`src/rtl/irq_ctl_pkg.sv`:
```
package irq_ctl_pkg;

    localparam int NLVL = 10;
    localparam int NEVT = 9;
    localparam int NSRC = NLVL + NEVT;
    localparam int NGRP = 7;

    // Edge group owning a level source; pairs share a group.
    function automatic int grp_of(input int src);
        if (src < 2)      return 0;
        else if (src < 6) return src - 1;
        else if (src < 8) return 5;
        else              return 6;
    endfunction

    typedef struct packed {
        logic [NLVL-1:0] stat;
        logic [NSRC-1:0] flag;
        logic [NSRC-1:0] mask;
        logic [NGRP-1:0] esel;
    } chan_state_t;

    typedef struct packed {
        logic gmask;
        logic tmask;
        logic tflag;
    } glb_state_t;

endpackage

```
`src/rtl/irq_chan_src.sv`:
```
module irq_chan_src
    import irq_ctl_pkg::*;
(
    input  logic            clk,
    input  logic            rst_n,
    input  logic [NLVL-1:0] raw_i,
    input  logic [NEVT-1:0] evt_i,
    input  logic            wr_flag_i,
    input  logic            wr_mask_i,
    input  logic            wr_esel_i,
    input  logic [NSRC-1:0] wdata_i,
    output logic [NLVL-1:0] stat_o,
    output logic [NSRC-1:0] flag_o,
    output logic [NSRC-1:0] mask_o,
    output logic [NGRP-1:0] esel_o
);

    localparam chan_state_t CHAN_RST = '{
        stat: '0,
        flag: '0,
        mask: '1,
        esel: '0
    };

    chan_state_t s_d, s_q;
    logic [NSRC-1:0] hit_d;
    logic [NSRC-1:0] clr_d;

    always_comb begin
        s_d   = s_q;
        hit_d = '0;
        for (int i = 0; i < NLVL; i++) begin
            if (s_q.esel[grp_of(i)])
                hit_d[i] = s_q.stat[i] ^ raw_i[i];
            else
                hit_d[i] = ~s_q.stat[i] & raw_i[i];
        end
        hit_d[NSRC-1:NLVL] = evt_i;
        clr_d = wr_flag_i ? wdata_i : '0;
        s_d.flag = (s_q.flag & ~clr_d) | hit_d;
        s_d.stat = raw_i;
        if (wr_mask_i) s_d.mask = wdata_i;
        if (wr_esel_i) s_d.esel = wdata_i[NGRP-1:0];
    end

    always_ff @(posedge clk or negedge rst_n) begin
        if (!rst_n) s_q <= CHAN_RST;
        else        s_q <= s_d;
    end

    assign stat_o = s_q.stat;
    assign flag_o = s_q.flag;
    assign mask_o = s_q.mask;
    assign esel_o = s_q.esel;

endmodule

```
`src/rtl/irq_glb.sv`:
```
module irq_glb
    import irq_ctl_pkg::*;
(
    input  logic clk,
    input  logic rst_n,
    input  logic tick_i,
    input  logic wr_ctrl_i,
    input  logic wr_tflag_i,
    input  logic [1:0] wdata_i,
    output logic gmask_o,
    output logic tmask_o,
    output logic tflag_o
);

    localparam glb_state_t GLB_RST = '{gmask: 1'b1, tmask: 1'b1, tflag: 1'b0};

    glb_state_t g_d, g_q;

    always_comb begin
        g_d = g_q;
        if (wr_ctrl_i) begin
            g_d.gmask = wdata_i[0];
            g_d.tmask = wdata_i[1];
        end
        g_d.tflag = (g_q.tflag & ~(wr_tflag_i & wdata_i[0])) | tick_i;
    end

    always_ff @(posedge clk or negedge rst_n) begin
        if (!rst_n) g_q <= GLB_RST;
        else        g_q <= g_d;
    end

    assign gmask_o = g_q.gmask;
    assign tmask_o = g_q.tmask;
    assign tflag_o = g_q.tflag;

endmodule

```
`src/rtl/irq_rollup.sv`:
```
module irq_rollup
    import irq_ctl_pkg::*;
#(
    parameter int NCH = 21
) (
    input  logic [NCH*NSRC-1:0] flag_i,
    input  logic [NCH*NSRC-1:0] mask_i,
    input  logic                gmask_i,
    input  logic                tflag_i,
    input  logic                tmask_i,
    output logic [NCH-1:0]      pend_o,
    output logic                irq_n_o
);

    for (genvar c = 0; c < NCH; c++) begin : g_ch
        assign pend_o[c] = ~gmask_i &
            (|(flag_i[c*NSRC +: NSRC] & ~mask_i[c*NSRC +: NSRC]));
    end

    assign irq_n_o = ~((|pend_o) | (tflag_i & ~tmask_i & ~gmask_i));

endmodule

```
`src/rtl/irq_edge_ctl.sv`:
```
module irq_edge_ctl
    import irq_ctl_pkg::*;
#(
    parameter  int NCH   = 21,
    parameter  int DW    = 32,
    localparam int NSUM  = (NCH + 7) / 8,
    localparam int GBASE = NCH * 4,
    localparam int AW    = $clog2(GBASE + 2 + NSUM)
) (
    input  logic                clk,
    input  logic                rst_n,
    input  logic [NCH*NLVL-1:0] lvl_raw,
    input  logic [NCH*NEVT-1:0] evt_pulse,
    input  logic                tick_sec,
    input  logic                wr_en,
    input  logic [AW-1:0]       addr,
    input  logic [DW-1:0]       wdata,
    output logic [DW-1:0]       rdata,
    output logic [NCH-1:0]      chan_pend,
    output logic                irq_n
);

    logic [NCH*NLVL-1:0] stat_flat;
    logic [NCH*NSRC-1:0] flag_flat;
    logic [NCH*NSRC-1:0] mask_flat;
    logic [NCH*NGRP-1:0] esel_flat;
    logic                glb_mask, tmr_mask, tmr_flag;
    logic [NSUM*8-1:0]   sum_pad;

    logic     is_ch;
    int       ch_i;
    int       off;
    logic [1:0] rsel;

    always_comb begin
        is_ch = int'(addr) < GBASE;
        ch_i  = int'(addr) >> 2;
        off   = int'(addr) - GBASE;
        rsel  = addr[1:0];
    end

    for (genvar c = 0; c < NCH; c++) begin : g_chan
        logic sel;
        assign sel = wr_en & is_ch & (ch_i == c);
        irq_chan_src u_src (
            .clk      (clk),
            .rst_n    (rst_n),
            .raw_i    (lvl_raw[c*NLVL +: NLVL]),
            .evt_i    (evt_pulse[c*NEVT +: NEVT]),
            .wr_flag_i(sel & (rsel == 2'd1)),
            .wr_mask_i(sel & (rsel == 2'd2)),
            .wr_esel_i(sel & (rsel == 2'd3)),
            .wdata_i  (wdata[NSRC-1:0]),
            .stat_o   (stat_flat[c*NLVL +: NLVL]),
            .flag_o   (flag_flat[c*NSRC +: NSRC]),
            .mask_o   (mask_flat[c*NSRC +: NSRC]),
            .esel_o   (esel_flat[c*NGRP +: NGRP])
        );
    end

    irq_glb u_glb (
        .clk       (clk),
        .rst_n     (rst_n),
        .tick_i    (tick_sec),
        .wr_ctrl_i (wr_en & (off == 0)),
        .wr_tflag_i(wr_en & (off == 1)),
        .wdata_i   (wdata[1:0]),
        .gmask_o   (glb_mask),
        .tmask_o   (tmr_mask),
        .tflag_o   (tmr_flag)
    );

    irq_rollup #(.NCH(NCH)) u_roll (
        .flag_i (flag_flat),
        .mask_i (mask_flat),
        .gmask_i(glb_mask),
        .tflag_i(tmr_flag),
        .tmask_i(tmr_mask),
        .pend_o (chan_pend),
        .irq_n_o(irq_n)
    );

    always_comb begin
        sum_pad = '0;
        sum_pad[NCH-1:0] = chan_pend;
    end

    always_comb begin
        rdata = '0;
        if (is_ch) begin
            unique case (rsel)
                2'd0: rdata[NLVL-1:0] = stat_flat[ch_i*NLVL +: NLVL];
                2'd1: rdata[NSRC-1:0] = flag_flat[ch_i*NSRC +: NSRC];
                2'd2: rdata[NSRC-1:0] = mask_flat[ch_i*NSRC +: NSRC];
                default: rdata[NGRP-1:0] = esel_flat[ch_i*NGRP +: NGRP];
            endcase
        end else if (off == 0) begin
            rdata[1:0] = {tmr_mask, glb_mask};
        end else if (off == 1) begin
            rdata[0] = tmr_flag;
        end else if (off >= 2 && off < 2 + NSUM) begin
            rdata[7:0] = sum_pad[(off-2)*8 +: 8];
        end
    end

endmodule

```
`config.mk`:
```
export PLATFORM = sky130hd
export DESIGN_NAME = irq_edge_ctl
export DESIGN_NICKNAME = d
export VERILOG_FILES = /design/src/rtl/irq_ctl_pkg.sv /design/src/rtl/irq_chan_src.sv /design/src/rtl/irq_glb.sv /design/src/rtl/irq_rollup.sv /design/src/rtl/irq_edge_ctl.sv
export SDC_FILE = /design/constraint.sdc
export NUM_CORES = 2
export LEC_CHECK = 0
export BUFFER_PORTS_ARGS = -buffer_cell sky130_fd_sc_hd__buf_2
export CAP_MARGIN = 20
export CORE_UTILIZATION = 55
export CTS_BUF_LIST = sky130_fd_sc_hd__clkbuf_8 sky130_fd_sc_hd__clkbuf_16
export CTS_CLUSTER_SIZE = 14
export DETAILED_ROUTE_END_ITERATION = 16
export PLACE_DENSITY_LB_ADDON = 0.1
export SYNTH_ARGS = -nofsm -noshare
export SYNTH_HDL_FRONTEND = slang
export SYNTH_HIERARCHICAL = 1
export SYNTH_SLANG_ARGS = --single-unit
```
`constraint.sdc`:
```
create_clock -name clk -period 3.4 [get_ports clk]
set_input_delay 0.34 -clock clk [delete_from_list [all_inputs] [get_ports clk]]
set_output_delay 0.34 -clock clk [all_outputs]
set_load 0.03 [all_outputs]
```
* Yosys cells after proc, flatten, opt, wreduce, memory -nomap -nowiden
Cells that the tools add are included.
Cells by class: $add $sub $neg 2, $mul 3, div/mod/pow operators 0, order comparisons 3, equality and inequality tests 24, shift operators 5, mux-type cells 241, bitwise logic cells 853, reduce and logical (&&, ||, !) cells 26
Operators with widths (count):
- AND 19 bit | 42
- inverter 19 bit | 42
- 2-to-1 mux 19 bit | 21
- OR 19 bit | 21
- OR reduction 19 bit | 21
- variable part select 399 x 11 -> 19 bit | 1
- variable part select 399 x 32 -> 19 bit | 1
- AND 1 bit | 322
- inverter 1 bit | 214
- 2-to-1 mux 1 bit | 211
- variable part select 210 x 10 -> 10 bit | 1
- XOR 1 bit | 210
- variable part select 147 x 9 -> 7 bit | 1
- equality test 5 bit, second input constant | 13
- logical NOT 32 bit | 2
- variable part select 24 x 12 -> 8 bit | 1
- one-hot mux 7 bit (3 select lines) | 1
- OR reduction 21 bit | 1
- equality test 5 x 4 -> 1 bit, second input constant | 4
- one-hot mux 9 bit (2 select lines) | 1
- multiplier 5 x 3 -> 8 bit, second input constant | 2
- 2-to-1 mux 8 bit | 2
- 2-to-1 mux 11 bit | 1
- equality test 5 x 3 -> 1 bit, second input constant | 2
- other kinds (17) | 19
Word-level totals: bits in registers 1158, bits in latches 0, bits in writable memories 0, ROM bits 0, input port bits 442, output and inout port bits 54, logic and storage cells 1244, memories 0

* Logic depth before layout (Yosys ltp)
depth in word-level cells 9, gate-level depth with buffers 12, mapped depth without buffers 9

* Hierarchy
The synthesis kept the hierarchy.
By module, submodules not included:
- irq_chan_src | times used 21, cells an instance 164, area each 2274.7 um^2, seq. area each 1400.1 um^2
- irq_edge_ctl | times used 1, cells an instance 1106, area each 10840.4 um^2, seq. area each 0.0 um^2
- irq_rollup | times used 1, cells an instance 603, area each 3397.0 um^2, seq. area each 0.0 um^2
- irq_glb | times used 1, cells an instance 7, area each 111.4 um^2, seq. area each 77.6 um^2

* Worst setup path after synthesis
No wires, ideal clock.
kind input to output, from input port addr[3], to output port rdata[15], data arrival time 3.267 ns, setup slack -0.207 ns, stages 9, buffers on the path 3, cell sequence buf_4 -> buf_4 -> inv_1 -> clkbuf_1 -> ha_1 -> nor2b_1 -> o21ai_1 -> nand3_1 -> o311ai_0
Between the ends: cells in the longest elaborated chain, start to end 4
RTL lines:
- from (decl) | line irq_edge_ctl.sv:16 | input logic [AW-1:0] addr,
- multiplier 5 x 5 -> 10 bit | line irq_edge_ctl.sv:93, irq_edge_ctl.sv:94
- variable part select 399 x 11 -> 19 bit or variable part select 399 x 32 -> 19 bit (tied branches) | line irq_edge_ctl.sv:94, irq_edge_ctl.sv:93
- one-hot mux 9 bit (2 select lines) | line irq_edge_ctl.sv:91 | unique case (rsel)
- 2-to-1 mux 11 bit * | line irq_edge_ctl.sv:90 | if (is_ch) begin
- to (decl) | line irq_edge_ctl.sv:18 | output logic [DW-1:0] rdata,
Every way passes the cells marked *; elsewhere a longest branch is shown, timed or not.

* Worst setup path after layout
from register g_chan[11].u_src.s_q (netlist bit g_chan[11].u_src/mask_o[9]), to output port irq_n
Between the ends: cells in the longest elaborated chain, start to end 7
RTL lines:
- from (decl) | line irq_chan_src.sv:25 | chan_state_t s_d, s_q;
- from (signal assigned) | line irq_chan_src.sv:47 | if (!rst_n) s_q <= CHAN_RST;
- from (signal assigned) | line irq_chan_src.sv:48 | else s_q <= s_d;
- inverter 19 bit | line irq_rollup.sv:17 | (|(flag_i[c*NSRC +: NSRC] & ~mask_i[c*NSRC +: NSRC]));
- AND 19 bit | line irq_rollup.sv:17
- OR reduction 19 bit | line irq_rollup.sv:17
- AND 1 bit | line irq_rollup.sv:16 | assign pend_o[c] = ~gmask_i &
- OR reduction 21 bit | line irq_rollup.sv:20 | assign irq_n_o = ~((|pend_o) | (tflag_i & ~tmask_i & ~gmask_i));
- OR 1 bit | line irq_rollup.sv:20
- inverter 1 bit | line irq_rollup.sv:20
- to (decl) | line irq_edge_ctl.sv:20 | output logic irq_n
No other way between the ends.

==> key figures <==
Status
  • Status: finished with violations
  • Failing checks: negative setup slack

Synthesis
  • Mapped Avg Cell Area: 12.04 um2
  • Seq cells post-synth: 1158
  • Post-synth EDFFs: 0
  • Post-synth top flop: dfrtp_1
  • Sequential share of the synthesized area: 0.4746
  • Mapped Cells: 5160
  • Syn Std Cell Area: 62120 um2
  • Synth unique cells: 85
  • Async set-reset flop share out of synthesis: 1.000
  • Ys Warns: 8

Clock tree
  • Number of clock sinks: 1158
  • Clock transition at path regs: 0.06 ns
  • H-tree depth: 4
  • TritonCTS clock tree: built
  • CTS root buf: clkbuf_16
  • Clk buf depth: 3
  • TritonCTS buffer count: 131
  • Skew-Pair Late Insertion Delay: 0.76 ns

Floorplan
  • Initial Utilization: 0.5582
  • Die ar.: 114300 um2
  • Die height: 338.1 um
  • Core area: 111300 um2
  • Top-level port count: 496
  • Std cell rows: 122
  • Die X: 338.1 um

Global routing
  • Pin count of the biggest net entering global routing: 97
  • Total GRT Usage: 0.4654
  • Initial antenna violation count: 14
  • First-pass GRT wire length: 372500 um
  • Number of global-route vias before repair: 50460
  • Grt total ovfl: 0

Drt
  • ANT nets after route: 0
  • Post-DR wirelength/cell: 33.39 um
  • DRT iter0 DRCs: 6477
  • Detailed Routing Iterations Pass 1: 6
  • Routed length on met2: 116600 um
  • Vias: 51190
  • # DRC: 0
  • DR vias/cell: 6.420
  • Metal3 WL: 28970 um
  • WL final: 266300 um
  • Top sig layer: met5
  • M1 WL: 104300 um

STA
  • Unrepaired setup endpoints after global routing: yes
  • Min cycle time layout: 3.632 ns
  • Crit share post-route: 1.068
  • Setup ws final: -0.2317 ns
  • Max-slew headroom: 0.2852
  • Pins Over Slew Limit: 0
  • Hold Violations, Final: 0
  • Fmax: 275.4 MHz
  • Pin slew with the least headroom to its limit: 1.072 ns
  • Setup Skew: 0.01805 ns
  • Setup-failing EPs final: 7
  • WHS: 0.09034 ns

Worst setup path
  • CP Capture Type: primary output
  • Worst Path Required: 3.06 ns
  • Critical path, cell by cell: nand2b_1 > o2111ai_2 > a2111oi_4 > a31oi_1 > or4_4 > nor4_4 > buf_4 > buf_6
  • Slowest CP cell: or4_4
  • Slowest stage delay, CP: 0.63 ns
  • Crit-path leading delay family: simple AND/OR/NAND/NOR gates
  • Setup CP Type: flop to primary output
  • Startpoint Class: flop
  • Critical Path Fanout Max: 3
  • CP bufs+invs: 2
  • Critical path arrival: 3.29 ns

Power and ir drop
  • Peak VDD IR: 0.0005112 V
  • Power Dens Cells: 448.2 nW/um2
  • P_leak: 0.03452 uW

Placed design
  • RePlAce Congestion: 1.067
  • I/O Buffers: 469
  • Worst slack, placed: -0.2886 ns
  • Estimated wirelength of the detail-placed design: 194000 um

Job
  • Max Cap Violations: 0

Layout
  • Final Core Density: 0.7023
  • Final net count: 7034
  • Layout cells sized above 1: 0.4202
  • Area grow syn2layout: 25.81%

Min path
  • Tightest Hold Check Type: input pin to flop
[where the power goes]
| part | switching, uW | leakage, uW | internal, uW |
|---|---|---|---|
| logic | 2920 | 0.0201 | 2410 |
| clock network | 6030 | 0.00230 | 8210 |
| registers | 692 | 0.0121 | 14800 |
[path summary, 6_finish.rpt]
kind                                        startpoint                          end  slack (ns)  cells after the start
min                                           wdata[4]    g_chan[3].u_src/flag_o[4]        0.09                      3
max in group asynchronous                        rst_n   g_chan[15].u_src/mask_o[0]        2.02                      4
min in group asynchronous                        rst_n   g_chan[16].u_src/esel_o[4]        0.21                      2
min reg2reg                g_chan[16].u_src/flag_o[18]  g_chan[16].u_src/flag_o[18]        0.51                      1
max                         g_chan[11].u_src/mask_o[9]                        irq_n       -0.23                      8
max reg2reg                 g_chan[11].u_src/stat_o[4]   g_chan[11].u_src/flag_o[4]        2.12                      4
[tightest hold or removal path, cell delays in order]
cell and delay (ns):
buf_2 0.22, nand2_1 0.11, a22o_1 0.12
[flip-flops by register name, summed over array words and instances, names as in the netlist]
name,cells
u_glb/tflag_o,1
g_chan.u_src/flag_o,399
g_chan.u_src/mask_o,399
u_glb/tmask_o,1
u_glb/gmask_o,1
g_chan.u_src/esel_o,147
g_chan.u_src/stat_o,210
[final cells by class]
class	instances	area (um2)
clock inverters	78	544.3
inverters	463	1738
fillers	7998	33130
clock buffers	163	3764
diodes	8	20.02
repair buffers	1316	10360
flip-flops and latches	1158	29500
well taps	1488	1862
multi-input cells	3300	30360
[metal layers]
layer,track usage,up-vias
met5,0,-
met4,0.2451,10
met3,0.1170,684
met2,0.6918,3226
met1,0.6301,26400
li1,-,20870
[placed cells by master, fill, tap and decap left out, drive strengths merged, types with 101 or more instances in the layout]
cell type | synthesis | layout
buf | 200 | 911
dfrtp | 757 | 757
nand2 | 688 | 688
mux2 | 582 | 582
inv | 460 | 514
dlygate4sd3 | 0 | 403
dfstp | 401 | 401
ha | 222 | 222
or2 | 212 | 212
a22o | 211 | 211
mux4 | 208 | 208
a21o | 194 | 194
clkbuf | 51 | 165
nand2b | 141 | 141
mux2i | 131 | 131
o22ai | 101 | 101
[logic make-up after synthesis]
| logic type | share of synthesized area |
|---|---|
| AO/OA/AOI/OAI | 0.1059 |
| XOR/XNOR | 0.0001410 |
| adder cells (fa/ha/maj) | 0.04472 |
| buffers and inverters | 0.06039 |
| flip-flops | 0.4746 |
| multiplexers | 0.2149 |
| other | 0.00006037 |
| AND/OR/NAND/NOR | 0.09934 |
[metrics by stage]
step | setup TNS [ns] | cell area (um2) | power (uW) | instances
6_report | -0.8224 | 78150 | 35030 | 7974
4_1_cts | -0.6930 | 77680 | 34820 | 7961
3_5_place_dp | -1.142 | 68150 | 20200 | 7292
2_1_floorplan | 0 | 62160 | 17620 | 5172
3_3_place_gp | -1.215 | 68140 | 20110 | 7291
5_1_grt | -1.132 | 78130 | 35890 | 7968
[Yosys cell counts (all sizes together), types with 34 or more instances]
master,n,area share
a21o,194,0.023
a21oi,52,0.0042
a22o,211,0.030
a22oi,57,0.0070
buf,200,0.029
clkbuf,51,0.0031
dfrtp,757,0.30
dfstp,401,0.17
ha,222,0.045
inv,460,0.028
mux2,582,0.12
mux2i,131,0.021
mux4,208,0.076
nand2,688,0.042
nand2b,141,0.014
nor2,71,0.0043
nor3,45,0.0037
nor4,34,0.0035
o2111ai,47,0.0066
o22ai,101,0.010
or2,212,0.021
[what timing repair did]
item / in CTS / in global routing
gates resized for setup: 187 / 78
cloned: 0 / 1
hold buffers: 403 / 0
setup buffers: 26 / 4
endpoints found under the setup margin: 11 / 16
pin swaps: 49 / 21
endpoints found under the hold margin: 440 / 0
Note: power is estimated with default switching activity, not from simulation.
